$ cat src/rtl/gpio_port_pkg.sv
package gpio_port_pkg;

   typedef enum logic [1:0] {
      SEL_DATA_HI = 2'd0,
      SEL_DATA_LO = 2'd1,
      SEL_DIR     = 2'd2,
      SEL_FUNC    = 2'd3
   } reg_sel_e;

endpackage

$ cat src/rtl/gpio_sync.sv
module gpio_sync #(
   parameter int             W       = 1,
   parameter int             STAGES  = 2,
   parameter logic [W-1:0]   RST_VAL = '0
) (
   input  logic         clk,
   input  logic         rst_n,
   input  logic [W-1:0] d,
   output logic [W-1:0] q
);

   if (STAGES < 2) begin : g_bad_stages
      $error("gpio_sync: STAGES must be at least 2");
   end

   logic [W-1:0] stg_q [STAGES];

   always_ff @(posedge clk or negedge rst_n) begin
      if (!rst_n) begin
         for (int i = 0; i < STAGES; i++) stg_q[i] <= RST_VAL;
      end else begin
         stg_q[0] <= d;
         for (int i = 1; i < STAGES; i++) stg_q[i] <= stg_q[i-1];
      end
   end

   assign q = stg_q[STAGES-1];

endmodule

$ cat src/rtl/gpio_regs.sv
module gpio_regs
   import gpio_port_pkg::*;
#(
   parameter int NUM_PINS = 22,
   parameter int LO_BITS  = 16,
   parameter int HI_BITS  = 6,
   parameter int BUS_W    = 32
) (
   input  logic                clk,
   input  logic                rst_n,
   input  logic                we,
   input  logic [1:0]          addr,
   input  logic [BUS_W-1:0]    wdata,
   input  logic [NUM_PINS-1:0] pin_sync,
   output logic [NUM_PINS-1:0] dat_q,
   output logic [NUM_PINS-1:0] dir_q,
   output logic [NUM_PINS-1:0] func_q,
   output logic [BUS_W-1:0]    rdata
);

   logic [NUM_PINS-1:0] pin_view;
   reg_sel_e            sel;

   assign sel = reg_sel_e'(addr);

   if (BUS_W > NUM_PINS) begin : g_spare_bits
      logic unused_wdata_hi;
      assign unused_wdata_hi = ^wdata[BUS_W-1:NUM_PINS];
   end

   always_ff @(posedge clk or negedge rst_n) begin
      if (!rst_n) begin
         dat_q  <= '0;
         dir_q  <= '0;
         func_q <= '0;
      end else if (we) begin
         unique case (sel)
            SEL_DATA_LO: for (int i = 0; i < LO_BITS; i++) dat_q[i] <= wdata[LO_BITS-1-i];
            SEL_DATA_HI: for (int k = 0; k < HI_BITS; k++) dat_q[LO_BITS+k] <= wdata[k];
            SEL_DIR:     dir_q  <= wdata[NUM_PINS-1:0];
            SEL_FUNC:    func_q <= wdata[NUM_PINS-1:0];
            default:     ;
         endcase
      end
   end

   // output pins read the stored bit, input pins read the synchronized level
   assign pin_view = (dir_q & dat_q) | (~dir_q & pin_sync);

   always_comb begin
      rdata = '0;
      unique case (sel)
         SEL_DATA_LO: for (int i = 0; i < LO_BITS; i++) rdata[LO_BITS-1-i] = pin_view[i];
         SEL_DATA_HI: for (int k = 0; k < HI_BITS; k++) rdata[k] = pin_view[LO_BITS+k];
         SEL_DIR:     rdata[NUM_PINS-1:0] = dir_q;
         SEL_FUNC:    rdata[NUM_PINS-1:0] = func_q;
         default:     ;
      endcase
   end

   assert_hi_upper_zero_R2: assert property (@(posedge clk) disable iff (!rst_n)
      (sel == SEL_DATA_HI) |-> (rdata[BUS_W-1:HI_BITS] == '0));

   assert_dir_write_R3: assert property (@(posedge clk) disable iff (!rst_n)
      (we && sel == SEL_DIR) |=> (dir_q == $past(wdata[NUM_PINS-1:0])));

   assert_func_write_R3: assert property (@(posedge clk) disable iff (!rst_n)
      (we && sel == SEL_FUNC) |=> (func_q == $past(wdata[NUM_PINS-1:0])));

   assert_dat_hold_R7: assert property (@(posedge clk) disable iff (!rst_n)
      (!we) |=> $stable(dat_q));

endmodule

$ cat src/rtl/gpio_drive.sv
module gpio_drive #(
   parameter int                  NUM_PINS = 22,
   parameter logic [NUM_PINS-1:0] HC_MASK  = '0
) (
   input  logic [NUM_PINS-1:0] dat_q,
   input  logic [NUM_PINS-1:0] dir_q,
   input  logic [NUM_PINS-1:0] func_q,
   input  logic [NUM_PINS-1:0] alt_o,
   input  logic [NUM_PINS-1:0] alt_oe,
   input  logic                dis_n,
   output logic [NUM_PINS-1:0] pad_o,
   output logic [NUM_PINS-1:0] pad_oe
);

   for (genvar p = 0; p < NUM_PINS; p++) begin : g_pin
      logic gate;
      if (HC_MASK[p]) begin : g_high_current
         assign gate = dis_n;
      end else begin : g_plain
         assign gate = 1'b1;
      end
      assign pad_oe[p] = dir_q[p] & (func_q[p] ? alt_oe[p] : 1'b1) & gate;
      assign pad_o[p]  = dir_q[p] & (func_q[p] ? alt_o[p] : dat_q[p]);
   end

endmodule

$ cat src/rtl/gpio_port_emdis.sv
module gpio_port_emdis
   import gpio_port_pkg::*;
#(
   parameter int                  NUM_PINS    = 22,
   parameter int                  LO_BITS     = 16,
   parameter int                  HI_BITS     = 6,
   parameter int                  BUS_W       = 32,
   parameter int                  SYNC_STAGES = 2,
   parameter logic [NUM_PINS-1:0] HC_MASK     = 22'h3F_FA00
) (
   input  logic                clk,
   input  logic                rst_n,
   input  logic                reg_we,
   input  logic [1:0]          reg_addr,
   input  logic [BUS_W-1:0]    reg_wdata,
   output logic [BUS_W-1:0]    reg_rdata,
   input  logic [NUM_PINS-1:0] pin_i,
   input  logic                emerg_n_i,
   input  logic [NUM_PINS-1:0] alt_o_i,
   input  logic [NUM_PINS-1:0] alt_oe_i,
   output logic [NUM_PINS-1:0] pad_o,
   output logic [NUM_PINS-1:0] pad_oe
);

   localparam int SW = NUM_PINS + 1;

   if (LO_BITS + HI_BITS != NUM_PINS) begin : g_bad_split
      $error("gpio_port_emdis: LO_BITS + HI_BITS must equal NUM_PINS");
   end
   if (BUS_W < NUM_PINS) begin : g_bad_bus
      $error("gpio_port_emdis: BUS_W must cover NUM_PINS");
   end
   if (HI_BITS > LO_BITS) begin : g_bad_hi
      $error("gpio_port_emdis: HI_BITS must not exceed LO_BITS");
   end

   logic [SW-1:0]       sync_q;
   logic [NUM_PINS-1:0] pin_sync;
   logic                dis_n;
   logic [NUM_PINS-1:0] dat_q, dir_q, func_q;

   gpio_sync #(
      .W       (SW),
      .STAGES  (SYNC_STAGES),
      .RST_VAL ({1'b1, {NUM_PINS{1'b0}}})
   ) u_sync (
      .clk   (clk),
      .rst_n (rst_n),
      .d     ({emerg_n_i, pin_i}),
      .q     (sync_q)
   );

   assign pin_sync = sync_q[NUM_PINS-1:0];
   assign dis_n    = sync_q[NUM_PINS];

   gpio_regs #(
      .NUM_PINS (NUM_PINS),
      .LO_BITS  (LO_BITS),
      .HI_BITS  (HI_BITS),
      .BUS_W    (BUS_W)
   ) u_regs (
      .clk      (clk),
      .rst_n    (rst_n),
      .we       (reg_we),
      .addr     (reg_addr),
      .wdata    (reg_wdata),
      .pin_sync (pin_sync),
      .dat_q    (dat_q),
      .dir_q    (dir_q),
      .func_q   (func_q),
      .rdata    (reg_rdata)
   );

   gpio_drive #(
      .NUM_PINS (NUM_PINS),
      .HC_MASK  (HC_MASK)
   ) u_drive (
      .dat_q  (dat_q),
      .dir_q  (dir_q),
      .func_q (func_q),
      .alt_o  (alt_o_i),
      .alt_oe (alt_oe_i),
      .dis_n  (dis_n),
      .pad_o  (pad_o),
      .pad_oe (pad_oe)
   );

   logic [1:0] settle_q;
   always_ff @(posedge clk or negedge rst_n) begin
      if (!rst_n)                settle_q <= '0;
      else if (settle_q != 2'd3) settle_q <= settle_q + 2'd1;
   end

   assert_input_hiz_R5: assert property (@(posedge clk) disable iff (!rst_n)
      (pad_oe & ~dir_q) == '0);

   if (SYNC_STAGES == 2) begin : g_emerg_chk
      assert_emerg_hiz_R9: assert property (@(posedge clk) disable iff (!rst_n)
         (settle_q == 2'd3 && !$past(emerg_n_i) && !$past(emerg_n_i, 2))
            |-> ((pad_oe & HC_MASK) == '0));
   end

   for (genvar p = 0; p < NUM_PINS; p++) begin : g_plain_chk
      if (!HC_MASK[p]) begin : g_chk
         assert_plain_keeps_R9: assert property (@(posedge clk) disable iff (!rst_n)
            (dir_q[p] && !func_q[p]) |-> pad_oe[p]);
      end
   end

endmodule

$ cat config.mk
export PLATFORM = sky130hd
export DESIGN_NAME = gpio_port_emdis
export DESIGN_NICKNAME = d
export VERILOG_FILES = /design/src/rtl/gpio_port_pkg.sv /design/src/rtl/gpio_sync.sv /design/src/rtl/gpio_regs.sv /design/src/rtl/gpio_drive.sv /design/src/rtl/gpio_port_emdis.sv
export SDC_FILE = /design/constraint.sdc
export NUM_CORES = 1
export LEC_CHECK = 0
export ABC_AREA = 1
export BUFFER_PORTS_ARGS = -buffer_cell sky130_fd_sc_hd__buf_2
export CAP_MARGIN = 25
export CORE_ASPECT_RATIO = 1.2
export CORE_MARGIN = 1.5
export CORE_UTILIZATION = 50
export DETAILED_ROUTE_END_ITERATION = 10
export PLACE_DENSITY = 0.8
export SYNTH_ARGS = -nofsm -noshare
export SYNTH_HDL_FRONTEND = slang
export SYNTH_SLANG_ARGS = --single-unit
$ cat constraint.sdc
create_clock -name clk -period 2.05 [get_ports clk]
set_clock_uncertainty 0.1 [all_clocks]
set_input_delay 0.41 -clock clk [delete_from_list [all_inputs] [get_ports clk]]
set_output_delay 0.41 -clock clk [all_outputs]
set_load 0.01 [all_outputs]
==> summary.txt <==
status -> finished, violations left
failing checks -> negative hold slack
area delta synth->final -> 22.9%
CTS sink cnt -> 112
initial antenna violation count -> 0
diodes inserted -> 0
Final Max Slew Viols -> 0
GR Overflow Total -> 0
Die Wd -> 95.7 um
Worst path max stage delay -> 280 ps
largest net degree at the start of global routing -> 113
fillcell total -> 871
Max Cap Viol -> 0
dpl cells -> 887
total CTS buffers -> 9
register bit total from synthesis -> 112
Buffers on Ports -> 159
# setup viols final -> 0
Post-synth EDFFs -> 0
CP Capture Type -> output port
Post-Place Cell Area -> 5990 um^2
mapped cell area -> 5160 um^2
top-area cell type share of the netlist area -> 53.3%
DR pass1 iterations -> 5
worst-case clock buffer depth -> 2
part of the Yosys area used for sequential elements -> 54.4%
layout cells sized above 1 -> 27.2%
Fmax -> 511 MHz
Yosys top cell by area -> dfrtp_1
Final nets -> 881
core area -> 10,000 um^2
Tmin final -> 1960 ps
critical-path cell list -> buf_2, nand2_4, inv_2, nand2_1, nand3_1, buf_2
Initial Utilization -> 51.6%
final hold vios -> 6
Final Core Density -> 63.4%
final instance area -> 6340 um^2
H-Tree Depth -> 3
Skew-Pair Late Insertion Delay -> 340 ps
Critical-path top delay cell -> inv_2
post-synthesis async set-or-reset flop share -> 100%
Clock Root Buffer -> clkbuf_16
worst endpoint required time -> 1540 ps
GP Congestion -> 0.832
CTS tree -> done
Top FF cell, synth -> dfrtp_1
Commonest cells post-synth -> nand2_1 (151), dfrtp_1 (110), inv_1 (104), nor2_1 (46), o21ai_1 (44)
total wire length -> 12.3 mm
Final period util -> 95.4%
# IOs -> 180
Detail Placement HPWL -> 8.73 mm
first-pass GRT wire length -> 19.6 mm
maximum VDD drop -> 0.708 mV
GRT Util Overall -> 23.4%
library cells used by synthesis -> 21
Critical Path Source Type -> input pin
Worst Hold Class -> input pin to async pin
Gate Count Post-Synth -> 617
Crit path max-delay family -> buffers and inverters
top post-synthesis cells by area -> dfrtp_1 (53%), nand2_1 (11%), inv_1 (7.6%)
leakage power -> 3.54 nW
antenna-violating nets left -> 0
post-place setup slack -> 63.8 ps
Final Non-Filler Cells -> 908
Vias per Instance -> 5.01
Mapped Avg Cell Area -> 8.36 um^2
RSZ-0062 raised after global routing -> false
Avg WL per Cell -> 13.6 um
via count -> 4,550
Max-Slew Margin vs Limit -> 58.0%
Max FO, Critical Path -> 11
Register Area -> 2810 um^2
Worst EP arrival -> 1450 ps
vias in the first global route -> 4,298
Cell Rows -> 40
Cell Pwr Density -> 863 nW/um^2
DRT iter0 DRCs -> 283
most used cell, CP -> buf_2
kind of critical path -> input pin to output port
hold_ws -> -14.8 ps
PnR worst setup slack -> 94.8 ps
Ys Warns -> 0
setup TNS -> 0 ps
CP bufs+invs -> 3
die height -> 114 um
Worst-Margin Slew -> 630 ps
CTS Hold Buffers Added -> 0
footprint of the multi-input gates -> 1760 um^2
die footprint -> 10,900 um^2
top-count cell post-synth -> nand2_1
Reg clk slew, reported paths -> 60 ps
DR DRC count -> 0
==> cell type report <==
cell class | count | area share [%]
clock buffer | 12 | 4.04
clock inverter | 4 | 0.316
inverter | 107 | 6.43
multi-input combinational | 378 | 27.8
sequential | 112 | 44.2
tap | 126 | 2.48
timing repair buffer | 169 | 14.8
==> repair_timing <==
| item | CTS | global route |
|---|---|---|
| endpoints found under the setup margin | 0 | 4 |
| resized for setup | 0 | 1 |
| buffers inserted | 0 | 5 |
| hold endpoints to repair | 0 | 0 |
==> placed cells by master (no fill, tap or decap), drive strengths merged <==
cell | synthesis | routed
buf | 28 | 169
nand2 | 155 | 155
dfrtp | 110 | 110
inv | 107 | 106
o21ai | 100 | 100
nor2 | 49 | 49
nand3 | 43 | 43
a21oi | 15 | 15
clkbuf | 1 | 12
conb | 1 | 10
o22ai | 6 | 6
clkinv | 0 | 4
dfstp | 2 | 2
clkinvlp | 0 | 1
==> per-stage QoR <==
stage / hold slack (ps) / power (mW)
6_report: -14.8 / 5.48
3_3_place_gp: 233 / 3.82
4_1_cts: 57.1 / 5.50
2_1_floorplan: 14.4 / 3.40
3_5_place_dp: 235 / 3.88
5_1_grt: 53.0 / 5.80
==> power by group <==
| part | switching [mW] | internal, mW |
|---|---|---|
| clock network | 0.736 | 0.883 |
| registers | 0.211 | 2.46 |
| logic | 0.706 | 0.476 |
==> final timing paths <==
kind | start | endpoint | slack (ps) | depth (start not counted)
setup / recovery | reg_addr[1] | reg_rdata[6] | 90 | 6
hold / removal | rst_n | u_sync.stg_q[40]$_DFF_PN0_ | -10 | 2
setup reg to reg | u_regs.dir_q[13]$_DFFE_PN0P_ | u_regs.dir_q[13]$_DFFE_PN0P_ | 1190 | 2
hold reg to reg | u_sync.stg_q[30]$_DFF_PN0_ | u_sync.q[7]$_DFF_PN0_ | 250 | 0
max in group asynchronous | rst_n | u_sync.q[6]$_DFF_PN0_ | 1340 | 2
min in group clk | emerg_n_i | u_sync.stg_q[45]$_DFF_PN1_ | 60 | 1
==> routing by layer <==
metal  share of wire [%]  GRT usage [%]
met5                   0              0
met3                 6.9           4.98
met4                 1.7           8.82
met1                  42           28.6
met2                  50           40.0
==> sequential cells by signal (all words and copies together), names as in the netlist <==
| signal | cells |
|---|---|
| u_regs.dat_q | 22 |
| u_regs.dir_q | 22 |
| u_regs.func_q | 22 |
| u_sync.q | 23 |
| u_sync.stg_q | 23 |
==> logic make-up (layout without fill, tap and decap cells) <==
logic type / count (synthesis) / count (layout) / share of synthesized area (%)
and+or+nand+nor: 247 / 247 / 20.4
buffers and inverters: 136 / 292 / 12.2
other: 1 / 10 / 0.0727
DFF: 112 / 112 / 54.4
AOI/OAI and AO/OA: 121 / 121 / 13.0
No activity file was read; power rests on OpenSTA's default activity.
